[src/rtl/can_bt_pkg.sv]
package can_bt_pkg;

    typedef enum logic [1:0] {
        SEG_SYNC = 2'd0,
        SEG_ONE  = 2'd1,
        SEG_TWO  = 2'd2
    } seg_e;

endpackage

[src/rtl/can_bt_prescaler.sv]
module can_bt_prescaler #(
    parameter int PRESC_W = 6
) (
    input  logic               clk,
    input  logic               rst_n,
    input  logic [PRESC_W-1:0] presc,
    output logic               tq_tick
);

    logic [PRESC_W-1:0] cnt_d, cnt_q;

    always_comb begin
        tq_tick = (cnt_q == presc);
        cnt_d   = tq_tick ? '0 : cnt_q + 1'b1;
    end

    always_ff @(posedge clk or negedge rst_n) begin
        if (!rst_n) cnt_q <= '0;
        else        cnt_q <= cnt_d;
    end

endmodule

[src/rtl/can_bt_rx_edge.sv]
module can_bt_rx_edge #(
    parameter int SYNC_STAGES = 2
) (
    input  logic clk,
    input  logic rst_n,
    input  logic rx_raw,
    input  logic tq_tick,
    output logic rx_lvl,
    output logic fall_edge
);

    logic [SYNC_STAGES-1:0] chain_q;
    logic                   prev_d, prev_q;

    generate
        for (genvar i = 0; i < SYNC_STAGES; i++) begin : g_stage
            if (i == 0) begin : g_first
                always_ff @(posedge clk or negedge rst_n) begin
                    if (!rst_n) chain_q[0] <= 1'b1;
                    else        chain_q[0] <= rx_raw;
                end
            end else begin : g_next
                always_ff @(posedge clk or negedge rst_n) begin
                    if (!rst_n) chain_q[i] <= 1'b1;
                    else        chain_q[i] <= chain_q[i-1];
                end
            end
        end
    endgenerate

    always_comb begin
        rx_lvl    = chain_q[SYNC_STAGES-1];
        fall_edge = tq_tick && prev_q && !rx_lvl;
        prev_d    = tq_tick ? rx_lvl : prev_q;
    end

    always_ff @(posedge clk or negedge rst_n) begin
        if (!rst_n) prev_q <= 1'b1;
        else        prev_q <= prev_d;
    end

endmodule

[src/rtl/can_bt_seg_fsm.sv]
module can_bt_seg_fsm
    import can_bt_pkg::*;
#(
    parameter int SEG1_W = 5,
    parameter int SEG2_W = 4,
    parameter int SJW_W  = 2
) (
    input  logic              clk,
    input  logic              rst_n,
    input  logic              tq_tick,
    input  logic              rx_lvl,
    input  logic              fall_edge,
    input  logic              transmitting,
    input  logic              bus_idle,
    input  logic [SEG1_W-1:0] cfg_seg1,
    input  logic [SEG2_W-1:0] cfg_seg2,
    input  logic [SJW_W-1:0]  cfg_sjw,
    output logic              sample_strobe,
    output logic              sample_bit,
    output logic              tx_strobe
);

    localparam int CNT_W = ((SEG1_W > SEG2_W) ? SEG1_W : SEG2_W) + 1;
    localparam int EW    = CNT_W + 1;

    typedef struct packed {
        seg_e             seg;
        logic [CNT_W-1:0] cnt;
        logic [SJW_W-1:0] ext;
        logic [SJW_W-1:0] shr;
        logic             synced;
        logic             last_smp;
    } fsm_t;

    fsm_t st_d, st_q;

    logic [EW-1:0] cnt_x, seg1_x, seg2_x, sjw_x;
    logic [EW-1:0] pos_err, neg_err, jump_pos, jump_neg;
    logic [EW-1:0] ext_eff, shr_eff;
    logic          edge_ok, hard, rs_pos, rs_neg, rs_zero, full_neg;
    logic          seg1_end, seg2_end;

    always_comb begin
        cnt_x    = EW'(st_q.cnt);
        seg1_x   = EW'(cfg_seg1);
        seg2_x   = EW'(cfg_seg2);
        sjw_x    = EW'(cfg_sjw);

        pos_err  = cnt_x + 1'b1;
        neg_err  = seg2_x - cnt_x;
        jump_pos = (pos_err < sjw_x) ? pos_err : sjw_x;
        jump_neg = (neg_err < sjw_x) ? neg_err : sjw_x;

        edge_ok  = fall_edge && !st_q.synced && st_q.last_smp;
        hard     = edge_ok && bus_idle;
        rs_pos   = edge_ok && !bus_idle && (st_q.seg == SEG_ONE) && !transmitting;
        rs_neg   = edge_ok && !bus_idle && (st_q.seg == SEG_TWO);
        rs_zero  = edge_ok && !bus_idle && (st_q.seg == SEG_SYNC);
        full_neg = rs_neg && (neg_err <= sjw_x);

        ext_eff  = rs_pos ? jump_pos : EW'(st_q.ext);
        shr_eff  = rs_neg ? jump_neg : EW'(st_q.shr);
        seg1_end = (cnt_x + 1'b1) == (seg1_x + ext_eff);
        seg2_end = (cnt_x + 1'b1 + shr_eff) == seg2_x;

        sample_strobe = 1'b0;
        tx_strobe     = 1'b0;
        sample_bit    = rx_lvl;
        st_d          = st_q;

        if (tq_tick) begin
            if (hard) begin
                st_d.seg    = SEG_ONE;
                st_d.cnt    = '0;
                st_d.ext    = '0;
                st_d.shr    = '0;
                st_d.synced = 1'b1;
            end else begin
                unique case (st_q.seg)
                    SEG_SYNC: begin
                        st_d.seg    = SEG_ONE;
                        st_d.cnt    = '0;
                        st_d.synced = st_q.synced || rs_zero;
                    end
                    SEG_ONE: begin
                        if (seg1_end) begin
                            sample_strobe = 1'b1;
                            st_d.last_smp = rx_lvl;
                            st_d.seg      = SEG_TWO;
                            st_d.cnt      = '0;
                            st_d.ext      = '0;
                        end else begin
                            st_d.cnt    = st_q.cnt + 1'b1;
                            st_d.ext    = SJW_W'(ext_eff);
                            st_d.synced = st_q.synced || rs_pos;
                        end
                    end
                    SEG_TWO: begin
                        if (full_neg) begin
                            tx_strobe   = 1'b1;
                            st_d.seg    = SEG_ONE;
                            st_d.cnt    = '0;
                            st_d.shr    = '0;
                            st_d.synced = 1'b1;
                        end else if (seg2_end) begin
                            tx_strobe   = 1'b1;
                            st_d.seg    = SEG_SYNC;
                            st_d.cnt    = '0;
                            st_d.shr    = '0;
                            st_d.synced = 1'b0;
                        end else begin
                            st_d.cnt    = st_q.cnt + 1'b1;
                            st_d.shr    = SJW_W'(shr_eff);
                            st_d.synced = st_q.synced || rs_neg;
                        end
                    end
                    default: begin
                        st_d.seg = SEG_SYNC;
                        st_d.cnt = '0;
                    end
                endcase
            end
        end
    end

    always_ff @(posedge clk or negedge rst_n) begin
        if (!rst_n) begin
            st_q.seg      <= SEG_SYNC;
            st_q.cnt      <= '0;
            st_q.ext      <= '0;
            st_q.shr      <= '0;
            st_q.synced   <= 1'b0;
            st_q.last_smp <= 1'b1;
        end else begin
            st_q <= st_d;
        end
    end

endmodule

[src/rtl/can_bit_timer.sv]
module can_bit_timer #(
    parameter int PRESC_W     = 6,
    parameter int SEG1_W      = 5,
    parameter int SEG2_W      = 4,
    parameter int SJW_W       = 2,
    parameter int SYNC_STAGES = 2
) (
    input  logic               clk,
    input  logic               rst_n,
    input  logic [PRESC_W-1:0] cfg_presc,
    input  logic [SEG1_W-1:0]  cfg_seg1,
    input  logic [SEG2_W-1:0]  cfg_seg2,
    input  logic [SJW_W-1:0]   cfg_sjw,
    input  logic               rx_raw,
    input  logic               transmitting,
    input  logic               bus_idle,
    output logic               sample_strobe,
    output logic               sample_bit,
    output logic               tx_strobe
);

    logic tq_tick;
    logic rx_lvl;
    logic fall_edge;

    can_bt_prescaler #(.PRESC_W(PRESC_W)) u_presc (
        .clk     (clk),
        .rst_n   (rst_n),
        .presc   (cfg_presc),
        .tq_tick (tq_tick)
    );

    can_bt_rx_edge #(.SYNC_STAGES(SYNC_STAGES)) u_rx (
        .clk       (clk),
        .rst_n     (rst_n),
        .rx_raw    (rx_raw),
        .tq_tick   (tq_tick),
        .rx_lvl    (rx_lvl),
        .fall_edge (fall_edge)
    );

    can_bt_seg_fsm #(
        .SEG1_W (SEG1_W),
        .SEG2_W (SEG2_W),
        .SJW_W  (SJW_W)
    ) u_fsm (
        .clk           (clk),
        .rst_n         (rst_n),
        .tq_tick       (tq_tick),
        .rx_lvl        (rx_lvl),
        .fall_edge     (fall_edge),
        .transmitting  (transmitting),
        .bus_idle      (bus_idle),
        .cfg_seg1      (cfg_seg1),
        .cfg_seg2      (cfg_seg2),
        .cfg_sjw       (cfg_sjw),
        .sample_strobe (sample_strobe),
        .sample_bit    (sample_bit),
        .tx_strobe     (tx_strobe)
    );

endmodule

[config.mk]
export PLATFORM = sky130hd
export DESIGN_NAME = can_bit_timer
export DESIGN_NICKNAME = d
export VERILOG_FILES = /design/src/rtl/can_bt_pkg.sv /design/src/rtl/can_bt_prescaler.sv /design/src/rtl/can_bt_rx_edge.sv /design/src/rtl/can_bt_seg_fsm.sv /design/src/rtl/can_bit_timer.sv
export SDC_FILE = /design/constraint.sdc
export NUM_CORES = 1
export LEC_CHECK = 0
export BUFFER_PORTS_ARGS = -buffer_cell sky130_fd_sc_hd__clkbuf_2
export CAP_MARGIN = 15
export CORE_MARGIN = 5
export CORE_UTILIZATION = 45
export DETAILED_ROUTE_END_ITERATION = 16
export GPL_ROUTABILITY_DRIVEN = 0
export SLEW_MARGIN = 20
export SYNTH_ARGS = -nofsm -noshare
export SYNTH_HDL_FRONTEND = slang
export SYNTH_SLANG_ARGS = --single-unit
export TNS_END_PERCENT = 10
[constraint.sdc]
create_clock -name clk -period 12.8 [get_ports clk]
set_clock_uncertainty 0.2 [all_clocks]
set_input_delay 1.28 -clock clk [delete_from_list [all_inputs] [get_ports clk]]
set_output_delay 1.28 -clock clk [all_outputs]
set_load 0.05 [all_outputs]
### Yosys cells after proc, flatten, opt, wreduce, memory -nomap -nowiden

Cells that the tools add are included.

* $add $sub $neg: 6
* magnitude comparators: 3
* equal/unequal tests: 8
* mux-type cells: 27
* bitwise logic cells: 1
* reductions and logical operators: 27

Operator list (number)
* $mux 7: 4
* $pmux 8 s3: 1
* $mux 8: 2
* $lt 7x2->1: 2
* $mux 13: 1
* $add 6x1->6 const B: 2
* $mux 6: 2
* $logic_and 1x1->1: 11
* $mux 1: 10
* $mux 2: 4
* $add 5x7->7: 1
* $add 6x1->7 const B: 1
* $add 7x7->7: 1
* $eq 7x4->1: 1
* $eq 7x7->1: 1
* $le 7x2->1: 1
* $sub 4x6->7: 1
* $eq 6x6->1: 1
* $mux 3: 2
* $reduce_and 3->1: 2
* $logic_not 1->1: 4
* $ne 4x1->1 const B: 1
* $reduce_and 2->1: 2
* $reduce_and 4->1: 1
* other kinds (10): 13

* register bits: 23
* input bits: 22
* output and inout bits: 3
* logic and storage cells: 82

### Logic depth before layout (Yosys ltp)

Gate-level depths: netlist of run 1.

* depth after elaboration: 15
* depth in mapped cells: 18
* gate-level depth less buffers: 18

### Cells and area by module

A second synthesis of run 1 with hierarchy kept.

* cells, all modules: 233
* area total of the unflattened synthesis: 2137.0 um2

Modules (own cells, without submodules)
* can_bt_seg_fsm: times used 1, cells an instance 197, area each 1695.4 um2, seq. area each 351.6 um2
* can_bt_prescaler: times used 1, cells an instance 31, area each 337.8 um2, seq. area each 150.1 um2
* can_bt_rx_edge: times used 1, cells an instance 5, area each 103.8 um2, seq. area each 78.8 um2

### Least setup slack after synthesis of run 1

Ideal clock, no wire load.

* kind: in2out
* start point: in cfg_seg2[0]
* end point: out tx_strobe
* arrival time: 5965 ps
* required time: 11320 ps
* slack: 5355 ps
* cell stages on the path: 16
* path buffers: 0
* path through: inv_1 ha_1 fa_1 nand2b_1 a221o_1 a2111oi_2 nand3b_1 mux2i_1 mux2_1 ha_1 fa_1 xnor2_1 o211ai_1 a311oi_1 o2111ai_1 a211oi_1

* cells in the longest elaborated chain, start to end: 11
* elaborated cells on any way between the ends: 13
* those cells by class: 2 x add/sub; 2 x order compare; 1 x eq/ne; 7 x mux; 1 x reduce/logical

RTL lines
* start, declared: RTL line can_bit_timer.sv:12 `input logic [SEG2_W-1:0] cfg_seg2,`
* $sub 4x6->7: RTL line can_bt_seg_fsm.sv:50 `neg_err = seg2_x - cnt_x;`
* $lt 7x2->1: RTL line can_bt_seg_fsm.sv:52 `jump_neg = (neg_err < sjw_x) ? neg_err : sjw_x;`
* $mux 7: RTL line can_bt_seg_fsm.sv:52
* $mux 7: RTL line can_bt_seg_fsm.sv:62 `shr_eff = rs_neg ? jump_neg : EW'(st_q.shr);`
* $add 7x7->7: RTL line can_bt_seg_fsm.sv:64 `seg2_end = (cnt_x + 1'b1 + shr_eff) == seg2_x;`
* $eq 7x4->1: RTL line can_bt_seg_fsm.sv:64
* $mux 1: RTL line can_bt_seg_fsm.sv:105 `end else if (seg2_end) begin`
* $mux 1 *: RTL line can_bt_seg_fsm.sv:99 `if (full_neg) begin`
* $mux 1 *: RTL line can_bt_seg_fsm.sv:79 `unique case (st_q.seg)`
* $mux 1 *: RTL line can_bt_seg_fsm.sv:72 `if (hard) begin`
* $mux 1 *: RTL line can_bt_seg_fsm.sv:71 `if (tq_tick) begin`
* end, declared: RTL line can_bit_timer.sv:19 `output logic tx_strobe`

Every way passes the cells marked *; elsewhere a longest branch is shown, timed or not.

### Worst setup path in the final report of run 1

Ends and elaborated chain as after synthesis.

==> impl_metrics.tcl, run 1 <==
set metrics [dict create \
    status "complete, no violations" \
    wl_per_cell_um 14.2 \
    synth.distinct_cells 55 \
    path_max_fanout 5 \
    initial_core_util_pct 47.0 \
    final_common_cell "clkbuf_2" \
    setup-violations-final 0 \
    synth_enable_flop_cells 0 \
    cts.sinks 23 \
    fin_cells 312 \
    synthFlopType "dfrtp_1" \
    period_share_pct 56.7 \
    synth_warnings 0 \
    drc 0 \
    num_vias 1680 \
    regToRegSetupSlack_ns 7.57 \
    crit_type "input port to primary output" \
    maxCapViolCount 0 \
    layout_common_cells "clkbuf_2 (24), ha_1 (20), inv_1 (19), nand2_1 (19), dfrtp_1 (19)" \
    final_nets 306 \
    grt_pass1_wl_mm 7.78 \
    worstPathRequired_ns 11.32 \
    cts.hold.buffers_added 0 \
    dp.cells 308 \
    post-synth-top-area-cell "dfrtp_1" \
    critPathLaunchType "input port" \
    yosys_register_bits 23 \
    final_hold_viol_count 0 \
    firstDrtPassIters 4 \
    hp-class "flip-flop to flip-flop" \
    post_cts_buffers 0 \
    die_h_um 77.9 \
    power_density_mw_per_mm2 175 \
    ant_nets 0 \
    drv_slew 0 \
    async_flop_share_pct 100 \
    clk_pin_slew_ns 0.07 \
    syn_area_per_cell_um2 9.05 \
    cts_tree "done" \
    io_pins 25 \
    synth_cells 229 \
    fmax_mhz 138 \
    grt_pass1_vias 1684 \
    slew_headroom_pct 54.6 \
    synth-seq-area-share_pct 28.0 \
    antenna_found_initial 0 \
    syn_to_final_growth_pct 11.5 \
    tightest_slew_ns 0.681 \
    peakVddDrop_mv 0.110 \
    cp_data_arrival_time_ns 5.77 \
    netlist_area_mm2 0.00207 \
    yosys-top-cells-area "dfrtp_1 (23%), ha_1 (12%), xnor2_1 (6.3%)" \
    fp.dieW_um 77.9 \
    cts_buffers 3 \
    fin_tns_setup_ns 0 \
    viasPerCell 5.38 \
    antennaDiodeCount 0 \
    clk_latency_ns 0.26 \
    cts_root_buffer "clkbuf_8" \
    synth_top_area_share_pct 22.9 \
    p_leak_nw 1.10 \
    io_buffer_count 24 \
    die_area_mm2 0.00606 \
    drive_gt1_share_pct 14.2 \
    rsz0062_at_grt "false" \
    cts_max_level 1 \
    gr-usage-all-layers_pct 15.5 \
    clockBufferDepth 2 \
    cts.repair.resized 0 \
    placementRows 24 \
    fin_crit_ns 7.25 \
    grt-ovfl-total 0 \
    wl_mm 4.43 \
    grt_max_degree 24 \
    hpwl_mm 3.64 \
    core_mm2 0.00441 \
    critPathCaptureType "primary output" \
    initialDrtViolationCount 66 \
]
## cell families after synthesis
kind of cell             after synthesis  share of synthesized area (%)
AO/OA/AOI/OAI                         50                           17.2
adder cells (fa/ha/maj)               23                           15.0
buffers and inverters                 23                           4.28
other                                  1                          0.181
AND/OR/NAND/NOR                       72                           19.1
multiplexers                           8                           3.98
flip-flops                            23                           28.0
XOR/XNOR                              29                           12.3
## layer usage
metal / share of wire [%] / global-route usage (%) / vias up
met5: 0 / 0 / -
met4: 0.99 / 3.61 / 0
met3: 2.0 / 1.39 / 5
met2: 46 / 25.3 / 21
met1: 51 / 22.2 / 774
li1: - / - / 880
## registers in the layout, summed over array words and instances (netlist names)
signal         cells
u_rx.chain_q       1
u_rx.prev_q        1
u_fsm.cnt_x        6
u_presc.cnt_q      6
u_rx.rx_lvl        1
u_fsm.st_q         8
## worst max-delay path, stage by stage
cell,delay (ns)
clkbuf_2,0.10
inv_1,0.04
ha_1,0.20
fa_1,0.40
nand2b_1,0.16
a221o_1,0.32
a2111oi_2,0.48
nand3b_1,0.20
mux2i_1,0.15
mux2_1,0.32
ha_1,0.22
fa_1,0.49
xnor2_1,0.12
o211ai_1,0.10
a311oi_1,0.30
o2111ai_1,0.30
a211oi_1,0.28
clkbuf_2,0.31
## cell type report
cell class | instances | area (um^2)
Fill cell | 438 | 2100
Sequential cell | 23 | 581
Clock buffer | 4 | 45.0
Tap cell | 52 | 65.1
Multi-Input combinational cell | 189 | 1430
Inverter | 20 | 75.1
Timing Repair Buffer | 24 | 120
## where the power goes
group          internal (mW)  leakage (nW)  switching, mW  total [mW]
sequential            0.0956         0.281         0.0263       0.122
clock                 0.0222        0.0228         0.0219      0.0441
combinational          0.108         0.795          0.130       0.239
total                  0.226          1.10          0.179       0.405
## stage by stage
step / hold slack (ns) / util (%) / area (um^2) / power [mW] / setup WS [ns]
floorplan: 0.145 / - / 2100 / 0.311 / 5.36
global route: 0.168 / 52.4 / 2310 / 0.449 / 5.12
global placement: 0.148 / 51.4 / 2270 / 0.359 / 5.63
detailed placement: 0.148 / 51.4 / 2270 / 0.361 / 5.51
finish: 0.160 / 52.4 / 2310 / 0.405 / 5.55
CTS: 0.161 / 52.4 / 2310 / 0.407 / 5.51
## synthesized netlist by cell type (all sizes together) (6+ instances only)
cell   number
nand3       9
o21ai       7
xnor2      15
xor2       14
mux2i       6
ha         20
inv        19
a21oi      10
nand2      19
nor2       14
dfrtp      19
## path summary, 6_finish.rpt
| kind | cells past startpoint | end | start |
|---|---|---|---|
| min reg2reg | 0 | u_rx.rx_lvl | u_rx.chain_q[0] |
| min in group asynchronous | 1 | u_fsm.st_q[12] | rst_n |
| max in group asynchronous | 1 | u_fsm.cnt_x[5] | rst_n |
| min | 0 | u_rx.rx_lvl | u_rx.chain_q[0] |
| max | 18 | tx_strobe | cfg_seg2[0] |
| max reg2reg | 17 | u_fsm.cnt_x[0] | u_fsm.cnt_x[0] |
Power figures use the tool's default switching activity.
==> run 2, diff against run 1 <==
ABC_AREA = 1   (was unset)
PLACE_DENSITY = 0.66   (was unset)
clock period = 6.2 ns   (was 12.8 ns; I/O delays follow)
==> impl_metrics.tcl, run 2 <==
set metrics [dict create \
    status "complete, no violations" \
    rsz0062_at_grt "false" \
    worstPathRequired_ns 5.38 \
    gr-usage-all-layers_pct 15.9 \
    drv_slew 0 \
    viasPerCell 4.87 \
    synth.distinct_cells 41 \
    core_mm2 0.00551 \
    io_pins 25 \
    die_area_mm2 0.00728 \
    largest_reg_flops 8 \
    post-synth-top-area-cell "dfrtp_1" \
    initialDrtViolationCount 88 \
    path_max_fanout 7 \
    place_ws_ns 0.889 \
    async_flop_share_pct 100 \
    synth-seq-area-share_pct 22.7 \
    synth_enable_flop_cells 0 \
    yosys-top-cells-count "nand2_1 (125), inv_1 (51), nand3_1 (30), nor2_1 (22), ha_1 (20)" \
    final_common_cell "nand2_1" \
    peakVddDrop_mv 0.155 \
    antennaDiodeCount 0 \
    cts_root_buffer "clkbuf_8" \
    ant_nets 0 \
    final_nets 452 \
    grt-ovfl-total 0 \
    clk_latency_ns 0.27 \
    fin_crit_ns 5.36 \
    wl_mm 5.36 \
    cts_max_level 1 \
    p_leak_nw 1.61 \
    synth_warnings 0 \
    slew_headroom_pct 59.4 \
    cp_data_arrival_time_ns 4.54 \
    yosys_register_bits 23 \
    maxCapViolCount 0 \
    syn_to_final_growth_pct 10.4 \
    top_register "u_fsm.st_q" \
    num_vias 2328 \
    critPathCaptureType "primary output" \
    yosys-top-cells-area "dfrtp_1 (19%), nand2_1 (18%), ha_1 (9.8%)" \
    wl_per_cell_um 11.2 \
    fin_tns_setup_ns 0 \
    cts.sinks 23 \
    antenna_found_initial 0 \
    grt_max_degree 24 \
    path_buf_inv 3 \
    firstDrtPassIters 4 \
    holdWs_ns 0.134 \
    tightest_slew_ns 0.609 \
    fp.dieW_um 85.4 \
    placementRows 27 \
    fmax_mhz 187 \
    hpwl_mm 4.43 \
    cts_buffers 3 \
    synthFlopType "dfrtp_1" \
    io_buffer_count 24 \
    drc 0 \
    worst_slack_ns 0.844 \
    critPathLaunchType "flip-flop" \
    setup-violations-final 0 \
    hp-class "input port to async pin" \
    crit_type "flip-flop to primary output" \
    final_hold_viol_count 0 \
    yosysMostFrequentCell "nand2_1" \
    grt_pass1_vias 2330 \
    synth_cells 375 \
    path_cells "ha_1 -> fa_1 -> inv_1 -> ha_1 -> inv_1 -> o21bai_1 -> nor2_1 -> nand2_1 -> nor2_1 -> a21oi_1 -> o21ai_0 -> nand2_1 -> ha_1 -> fa_1 -> xnor2_1 -> nand2_1 -> nor2_1 -> nand2_1 -> nor2_1 -> nand3_1 -> a21oi_1 -> clkbuf_2" \
    crit_family "adder cells" \
    drive_gt1_share_pct 17.7 \
    layout_common_cells "nand2_1 (125), inv_1 (51), nand3_1 (30)" \
    syn_area_per_cell_um2 6.81 \
    clockBufferDepth 2 \
    power_density_mw_per_mm2 257 \
    synth_top_area_share_pct 18.6 \
    period_share_pct 86.4 \
    crit_path_max_incr_delay_ns 0.52 \
    cts.hold.buffers_added 0 \
    cts_tree "done" \
    fill_cells 556 \
    slowest_stage "fa_1" \
    die_h_um 85.4 \
    netlist_area_mm2 0.00255 \
    clk_pin_slew_ns 0.09 \
    grt_pass1_wl_mm 9.72 \
    initial_core_util_pct 46.4 \
    cts.repair.resized 0 \
    post_cts_buffers 0 \
]
-- run 2: cell count changes after synthesis, sizes merged, moves of 4 or more --
cell,previous run,this run
mux2i,6,0
nand3,9,36
xor2,14,6
nand2,19,133
o21ai,7,11
o22ai,4,0
xnor2,15,6
a31oi,4,0
nand2b,4,0
o31a,4,0
nand4,4,10
nor2,14,35
inv,19,57
-- run 2: cell families (layout without fill, tap and decap cells) --
family	Yosys count	after routing	share of synthesized area (%)
buf+inv	61	86	9.30
flops	23	23	22.7
other cells	1	7	0.147
fa+ha+maj	23	23	12.1
xor+xnor	12	12	4.41
simple gates	225	225	44.4
compound gates	30	30	6.86
-- run 2: worst reg2reg max path, stage by stage (launching register included) --
cell and delay (ns):
dfrtp_1 0.50, ha_1 0.26, fa_1 0.52, inv_1 0.05
ha_1 0.28, inv_1 0.06, o21bai_1 0.06, nor2_1 0.14
nand2_1 0.07, nor2_1 0.20, a21oi_1 0.09, o21ai_0 0.07
nand2_1 0.09, ha_1 0.23, fa_1 0.51, xnor2_1 0.12
nand2_1 0.06, nor2_1 0.11, nand2_1 0.06, nor2_1 0.09
nand3_1 0.22, nand4_4 0.17, nand2_2 0.10, nand3_1 0.08
nand2_1 0.06
-- run 2: power breakdown --
part	total (mW)	switching (mW)	internal, mW
clock	0.0998	0.0542	0.0456
sequential	0.232	0.0375	0.194
combinational	0.394	0.238	0.157
-- run 2: area by class of cell --
| cell class | instances | area (um^2) | share of cell area [%] |
|---|---|---|---|
| clock buffer | 3 | 41.3 | 1.46 |
| tap | 72 | 90.1 | 3.19 |
| clock inverter | 1 | 7.51 | 0.266 |
| sequential | 23 | 581 | 20.6 |
| inverter | 58 | 221 | 7.85 |
| timing repair buffer | 24 | 120 | 4.26 |
| multi-input combinational | 297 | 1760 | 62.4 |
-- run 2: routing by layer --
metal / global-route usage, % / share of wire (%) / vias to the layer above
met1: 20.3 / 49 / 1049
met4: 3.45 / 0.69 / 0
met3: 2.62 / 2.8 / 4
li1: - / - / 1244
met5: 0 / 0 / -
met2: 28.0 / 47 / 31
-- run 2: per-stage QoR --
step	util, %	cells	total power [mW]	instance area (um^2)
6_report	51.2	478	0.726	2820
5_1_grt	51.2	478	0.808	2820
4_1_cts	51.2	478	0.734	2820
3_5_place_dp	50.3	474	0.631	2770
3_3_place_gp	50.3	474	0.620	2770
2_1_floorplan	-	381	0.552	2580
-- run 2: path summary, 6_finish.rpt --
kind                                      start              to  slack, ns  cells after the start
min in group clk                u_rx.chain_q[0]     u_rx.rx_lvl       0.16                      0
worst min register to register  u_rx.chain_q[0]     u_rx.rx_lvl       0.16                      0
max in group asynchronous                 rst_n  u_fsm.cnt_x[2]       5.26                      1
worst min-delay path                      rst_n   u_fsm.st_q[2]       0.13                      1
worst max-delay path             u_fsm.cnt_x[0]       tx_strobe       0.84                     22
worst max register to register   u_fsm.cnt_x[0]  u_fsm.cnt_x[4]       1.72                     24
